File: src/rtl/rtg_pkg.sv
`timescale 1ns/1ps
package rtg_pkg;
    localparam int DEF_NUM_CS  = 8;
    localparam int DEF_CNT_W   = 2;
    localparam int DEF_GRP_W   = 4;
    localparam int DEF_RST_CNT = 3;

    // lowest bit of the count field that belongs to chip select g
    function automatic int unsigned grp_lo(input int unsigned g, input int unsigned grp_w);
        return g * grp_w;
    endfunction
endpackage

File: src/rtl/rtg_cfg_reg.sv
`timescale 1ns/1ps
module rtg_cfg_reg #(
    parameter int NUM_CS  = rtg_pkg::DEF_NUM_CS,
    parameter int CNT_W   = rtg_pkg::DEF_CNT_W,
    parameter int GRP_W   = rtg_pkg::DEF_GRP_W,
    parameter int RST_CNT = rtg_pkg::DEF_RST_CNT,
    localparam int CFG_W  = NUM_CS * GRP_W
) (
    input  logic             clk,
    input  logic             rst_n,
    input  logic             wr_en,
    input  logic [CFG_W-1:0] wdata,
    output logic [CFG_W-1:0] cfg
);
    localparam int RSV_W = GRP_W - CNT_W;

    typedef struct packed {
        logic [CFG_W-1:0] word;
    } reg_state_t;

    reg_state_t state_d, state_q;
    logic [CFG_W-1:0] wr_masked;
    logic [CFG_W-1:0] rst_word;

    // keep only the count bits of each group; reserved bits stay zero
    for (genvar g = 0; g < NUM_CS; g++) begin : g_grp
        localparam int LO = int'(rtg_pkg::grp_lo(g, GRP_W));
        assign wr_masked[LO +: CNT_W]        = wdata[LO +: CNT_W];
        assign wr_masked[LO + CNT_W +: RSV_W] = '0;
        assign rst_word[LO +: CNT_W]         = CNT_W'(RST_CNT);
        assign rst_word[LO + CNT_W +: RSV_W]  = '0;
    end

    always_comb begin
        state_d = state_q;
        if (wr_en) begin
            state_d.word = wr_masked;
        end
    end

    always_ff @(posedge clk) begin
        if (!rst_n) begin
            state_q.word <= rst_word;
        end else begin
            state_q <= state_d;
        end
    end

    assign cfg = state_q.word;
endmodule

File: src/rtl/rtg_field_sel.sv
`timescale 1ns/1ps
module rtg_field_sel #(
    parameter int NUM_CS = rtg_pkg::DEF_NUM_CS,
    parameter int CNT_W  = rtg_pkg::DEF_CNT_W,
    parameter int GRP_W  = rtg_pkg::DEF_GRP_W,
    localparam int CFG_W = NUM_CS * GRP_W,
    localparam int CS_W  = $clog2(NUM_CS)
) (
    input  logic [CFG_W-1:0] cfg,
    input  logic [CS_W-1:0]  cs,
    output logic [CNT_W-1:0] cnt
);
    logic [CNT_W-1:0] fields [NUM_CS];

    for (genvar g = 0; g < NUM_CS; g++) begin : g_unpack
        assign fields[g] = cfg[int'(rtg_pkg::grp_lo(g, GRP_W)) +: CNT_W];
    end

    always_comb begin
        cnt = '0;
        for (int i = 0; i < NUM_CS; i++) begin
            if (cs == CS_W'(i)) begin
                cnt = fields[i];
            end
        end
    end
endmodule

File: src/rtl/rtg_gap_timer.sv
`timescale 1ns/1ps
module rtg_gap_timer #(
    parameter int CNT_W = rtg_pkg::DEF_CNT_W
) (
    input  logic             clk,
    input  logic             rst_n,
    input  logic             end_evt,
    input  logic             is_read,
    input  logic [CNT_W-1:0] load_val,
    output logic             busy
);
    typedef struct packed {
        logic [CNT_W-1:0] left;
    } tmr_state_t;

    tmr_state_t state_d, state_q;
    logic       running;

    assign running = (state_q.left != '0);

    always_comb begin
        state_d = state_q;
        if (running) begin
            // an end strobe during the gap is ignored
            state_d.left = state_q.left - CNT_W'(1);
        end else if (end_evt && is_read) begin
            state_d.left = load_val;
        end
    end

    always_ff @(posedge clk) begin
        if (!rst_n) begin
            state_q.left <= '0;
        end else begin
            state_q <= state_d;
        end
    end

    assign busy = running;
endmodule

File: src/rtl/rd_turnaround_gap.sv
`timescale 1ns/1ps
module rd_turnaround_gap #(
    parameter int NUM_CS  = rtg_pkg::DEF_NUM_CS,
    parameter int CNT_W   = rtg_pkg::DEF_CNT_W,
    parameter int GRP_W   = rtg_pkg::DEF_GRP_W,
    parameter int RST_CNT = rtg_pkg::DEF_RST_CNT,
    localparam int CFG_W  = NUM_CS * GRP_W,
    localparam int CS_W   = $clog2(NUM_CS)
) (
    input  logic             clk,
    input  logic             rst_n,
    input  logic             cfg_wr_en,
    input  logic [CFG_W-1:0] cfg_wdata,
    output logic [CFG_W-1:0] cfg_rdata,
    input  logic             acc_end,
    input  logic             acc_is_read,
    input  logic [CS_W-1:0]  acc_cs,
    output logic             gap_busy
);
    logic [CFG_W-1:0] cfg_word;
    logic [CNT_W-1:0] sel_cnt;

    rtg_cfg_reg #(
        .NUM_CS (NUM_CS),
        .CNT_W  (CNT_W),
        .GRP_W  (GRP_W),
        .RST_CNT(RST_CNT)
    ) u_cfg (
        .clk  (clk),
        .rst_n(rst_n),
        .wr_en(cfg_wr_en),
        .wdata(cfg_wdata),
        .cfg  (cfg_word)
    );

    // the timer loads from the value held before this cycle's write
    rtg_field_sel #(
        .NUM_CS(NUM_CS),
        .CNT_W (CNT_W),
        .GRP_W (GRP_W)
    ) u_sel (
        .cfg(cfg_word),
        .cs (acc_cs),
        .cnt(sel_cnt)
    );

    rtg_gap_timer #(
        .CNT_W(CNT_W)
    ) u_tmr (
        .clk     (clk),
        .rst_n   (rst_n),
        .end_evt (acc_end),
        .is_read (acc_is_read),
        .load_val(sel_cnt),
        .busy    (gap_busy)
    );

    assign cfg_rdata = cfg_word;
endmodule

File: config.mk
export PLATFORM = sky130hd
export DESIGN_NAME = rd_turnaround_gap
export DESIGN_NICKNAME = d
export VERILOG_FILES = /design/src/rtl/rtg_pkg.sv /design/src/rtl/rtg_cfg_reg.sv /design/src/rtl/rtg_field_sel.sv /design/src/rtl/rtg_gap_timer.sv /design/src/rtl/rd_turnaround_gap.sv
export SDC_FILE = /design/constraint.sdc
export NUM_CORES = 1
export LEC_CHECK = 0
export BUFFER_PORTS_ARGS = -buffer_cell sky130_fd_sc_hd__buf_2
export CAP_MARGIN = 20
export CORE_ASPECT_RATIO = 1.4
export CORE_MARGIN = 4
export CORE_UTILIZATION = 42
export DETAILED_ROUTE_END_ITERATION = 8
export PLACE_DENSITY = 0.9
export SYNTH_ARGS = -nofsm -noshare
export SYNTH_HDL_FRONTEND = slang
export SYNTH_HIERARCHICAL = 1
export SYNTH_SLANG_ARGS = --single-unit
File: constraint.sdc
create_clock -name clk -period 2.6 [get_ports clk]
set_input_delay 0.52 -clock clk [delete_from_list [all_inputs] [get_ports clk]]
set_output_delay 0.52 -clock clk [all_outputs]
set_load 0.05 [all_outputs]
==> metrics.log <==
[metrics] dominant cells by area after synthesis: sky130_fd_sc_hd__dfxtp_1 37%, sky130_fd_sc_hd__mux2i_1 19%, sky130_fd_sc_hd__buf_4 13%
[metrics] Std-Cell Core Area: 2202 um^2
[metrics] Highest Clock Rate: 614.9 MHz
[metrics] via count of the first global-routing pass: 865
[metrics] Die Outline Area: 3201 um^2
[metrics] non-filler instance count after layout: 161
[metrics] biggest fanout along the worst timing path: 3
[metrics] mean cell area of the mapped netlist: 9.584 um^2
[metrics] floorplan die height: 65.37 um
[metrics] CTS buffer count: 3
[metrics] DPL Wire Length: 1751 um
[metrics] routed wire length: 2220 um
[metrics] Switching Share: 37.08%
[metrics] most crowded layer after global routing: met2
[metrics] setup skew after layout: 2.949 ps
[metrics] final net count: 180
[metrics] weighted congestion reported at the end of routability-driven placement: 0.6707
[metrics] proportion of layout cells with a drive suffix above 1: 34.53%
[metrics] Total Negative Setup Slacks: 0 ps
[metrics] Die Wd: 48.98 um
[metrics] distinct cell type count after synthesis: 28
[metrics] number of port buffers: 40
[metrics] final-report setup violation count: 0
[metrics] share of synthesized area occupied by flip-flops and latches: 36.50%
[metrics] average wire length per cell after detail routing: 13.79 um
[metrics] number of enable flip-flop cells after synthesis: 0
[metrics] total of max-cap violations: 0
[metrics] sequential group share of total power: 44.5%
[metrics] data arrival time of the critical path: 1110 ps
[metrics] global-route track usage on met1: 12.64%
[metrics] final worst path period share: 62.55%
[metrics] kind of start point of the critical path: register
[metrics] remaining design rule violation count: 0
[metrics] Syn. warnings: 6
[metrics] post_cts resized: 0
[metrics] total I/O pin count: 73
[metrics] Area Overhead vs Synth: 13.82%
[metrics] Detailed Route Iter0 Violations: 12
[metrics] Post-DRT Antenna Nets: 0
[metrics] met3 track demand over resource in global routing: 4.082%
[metrics] deepest clock path buffer count: 2
[metrics] ant diodes: 0
[metrics] RSZ-0062 raised after global routing: no
[metrics] switching pwr: 0.2543 mW
[metrics] final hold violation count: 0
[metrics] area share of the largest cell type after synthesis: 36.50%
[metrics] most frequent standard cell in the layout excluding fill and tap cells: sky130_fd_sc_hd__buf_2
[metrics] maximum level of the CTS H-tree: 1
[metrics] cell type contributing the most total cell area after synthesis: sky130_fd_sc_hd__dfxtp_1
[metrics] ordered cell list for the critical path: or2_4, buf_2
[metrics] longest individual stage delay on the worst path: 340 ps
[metrics] count of hold buffers inserted by post-cts repair: 0
[metrics] endpoint class of the critical path: primary output
[metrics] Req. time, crit path: 2080 ps
[metrics] Max Transition Viols Final: 0
[metrics] synthesized area: 987.2 um^2
[metrics] Syn Inst Count: 103
[metrics] static leakage: 0.5592 nW
[metrics] proportion of power drawn by the clock network: 25.1%
[metrics] internal power: 0.4315 mW
[metrics] DP Worst Slack: 762.5 ps
[metrics] outcome: finished clean
[metrics] leading cell types in the layout, fill and taps excluded: 40 x sky130_fd_sc_hd__buf_2, 20 x sky130_fd_sc_hd__nand2_1, 19 x sky130_fd_sc_hd__mux2i_1
[metrics] met2 routing resource usage after global routing: 27.78%
[metrics] kind of path behind the tightest hold check: input port to register
[metrics] total number of placement rows: 20
[metrics] Initial DRT Pass Iterations: 4
[metrics] CTS Root Cell: sky130_fd_sc_hd__clkbuf_4
[metrics] hold slack: 434.6 ps
[metrics] Remaining Overflow, GRT: 0
[metrics] flop and latch count out of synthesis: 18
[metrics] detailed-route vias per instance: 4.969
[metrics] clock latency of the later-clocked register in the worst-skew pair: 290 ps
[metrics] Placed Cells: 157
[metrics] clock sink count: 18
[metrics] Most used DFF post-synth: sky130_fd_sc_hd__dfxtp_1
[metrics] TritonCTS clock tree: done
[metrics] via count of the routed design: 800
[metrics] Comb pwr share: 30.4%
[metrics] min Tclk post-route: 1626 ps
[metrics] global-route wire length before repair: 3622 um
[metrics] number of antenna violations at the first check in global routing: 0
[metrics] clock-pin slew of the registers on the worst-case setup and hold paths: 100 ps
[metrics] Crit Path Class: register to primary output
[metrics] total routing resource utilization after global routing: 14.46%
[metrics] power density over the cells: 610.4 nW/um^2
[metrics] Starting Density: 44.83%
[metrics] highest-delay cell along the critical path: sky130_fd_sc_hd__dfxtp_1
[metrics] maximum number of pins on one net before global-route repair: 20
[metrics] maximum vdd drop: 0.3709 mV
[metrics] number of post-CTS setup repair buffers: 0
[metrics] share of synthesized registers carrying an async set or reset: 0%
[metrics] min setup slack post-route: 973.7 ps
[per-layer routing]
layer | vias up | wire length, um | part of all wire, %
met5 | - | 0 | 0
met4 | 0 | 39 | 1.8
met3 | 4 | 191 | 8.6
met2 | 40 | 1213 | 55
met1 | 365 | 775 | 35
li1 | 391 | - | -
[synthesized netlist by cell type, types with 2 or more instances]
library cell / count
sky130_fd_sc_hd__o211ai_1: 2
sky130_fd_sc_hd__dfxtp_1: 18
sky130_fd_sc_hd__buf_6: 2
sky130_fd_sc_hd__mux2i_1: 19
sky130_fd_sc_hd__nand2_1: 20
sky130_fd_sc_hd__nand3_1: 2
sky130_fd_sc_hd__nand3b_1: 3
sky130_fd_sc_hd__buf_4: 17
[power by group through the flow]
stage / sequential [mW] / combinational [mW] / clock (mW)
final: 0.305 / 0.208 / 0.172
after global routing: 0.308 / 0.222 / 0.191
after CTS: 0.306 / 0.209 / 0.178
after detailed placement: 0.312 / 0.208 / 0
after global placement: 0.310 / 0.204 / 0
after floorplan: 0.361 / 0.140 / 0
[stage by stage]
stage | power [mW] | area [um^2] | util (%)
4_1_cts | 0.6916 | 1124 | 51.02
5_1_grt | 0.7209 | 1124 | 51.02
2_1_floorplan | 0.5007 | 1044 | -
3_5_place_dp | 0.5198 | 1087 | 49.38
6_report | 0.6858 | 1124 | 51.02
3_3_place_gp | 0.5135 | 1087 | 49.38
[flip-flops by register name, indices dropped and copies added, names as in the netlist]
signal         cells
u_cfg/cfg         16
u_tmr/state_q      2
[critical path, delay by kind of cell (launching register included)]
kind	cells	cell delay [ps]
and+or+nand+nor	1	260
buffers and inverters	1	210
DFF	1	340
[area by class of cell]
type | count | area (um^2)
clock buffers | 4 | 36.28
flip-flops and latches | 18 | 360.3
fillers | 229 | 1079
multi-input cells | 77 | 499.2
well taps | 22 | 27.53
repair buffers | 40 | 200.2
[path summary, 6_finish.rpt]
kind / start / end / slack [ps] / cells after the start
setup / recovery: u_tmr/state_q[0] / gap_busy / 970 / 2
setup reg to reg: u_cfg/cfg[0] / u_tmr/state_q[0] / 1280 / 5
hold reg to reg: u_tmr/state_q[0] / u_tmr/state_q[0] / 470 / 1
hold / removal: cfg_wdata[1] / u_cfg/cfg[1] / 430 / 3
[logic make-up after synthesis]
logic type	count (synthesis)	share of synthesized area, %
simple gates	31	15.21
flops	18	36.50
buf+inv	23	18.63
compound gates	9	6.589
other cells	1	0.3799
mux	21	22.69
Note: power is estimated with default switching activity, not from simulation.
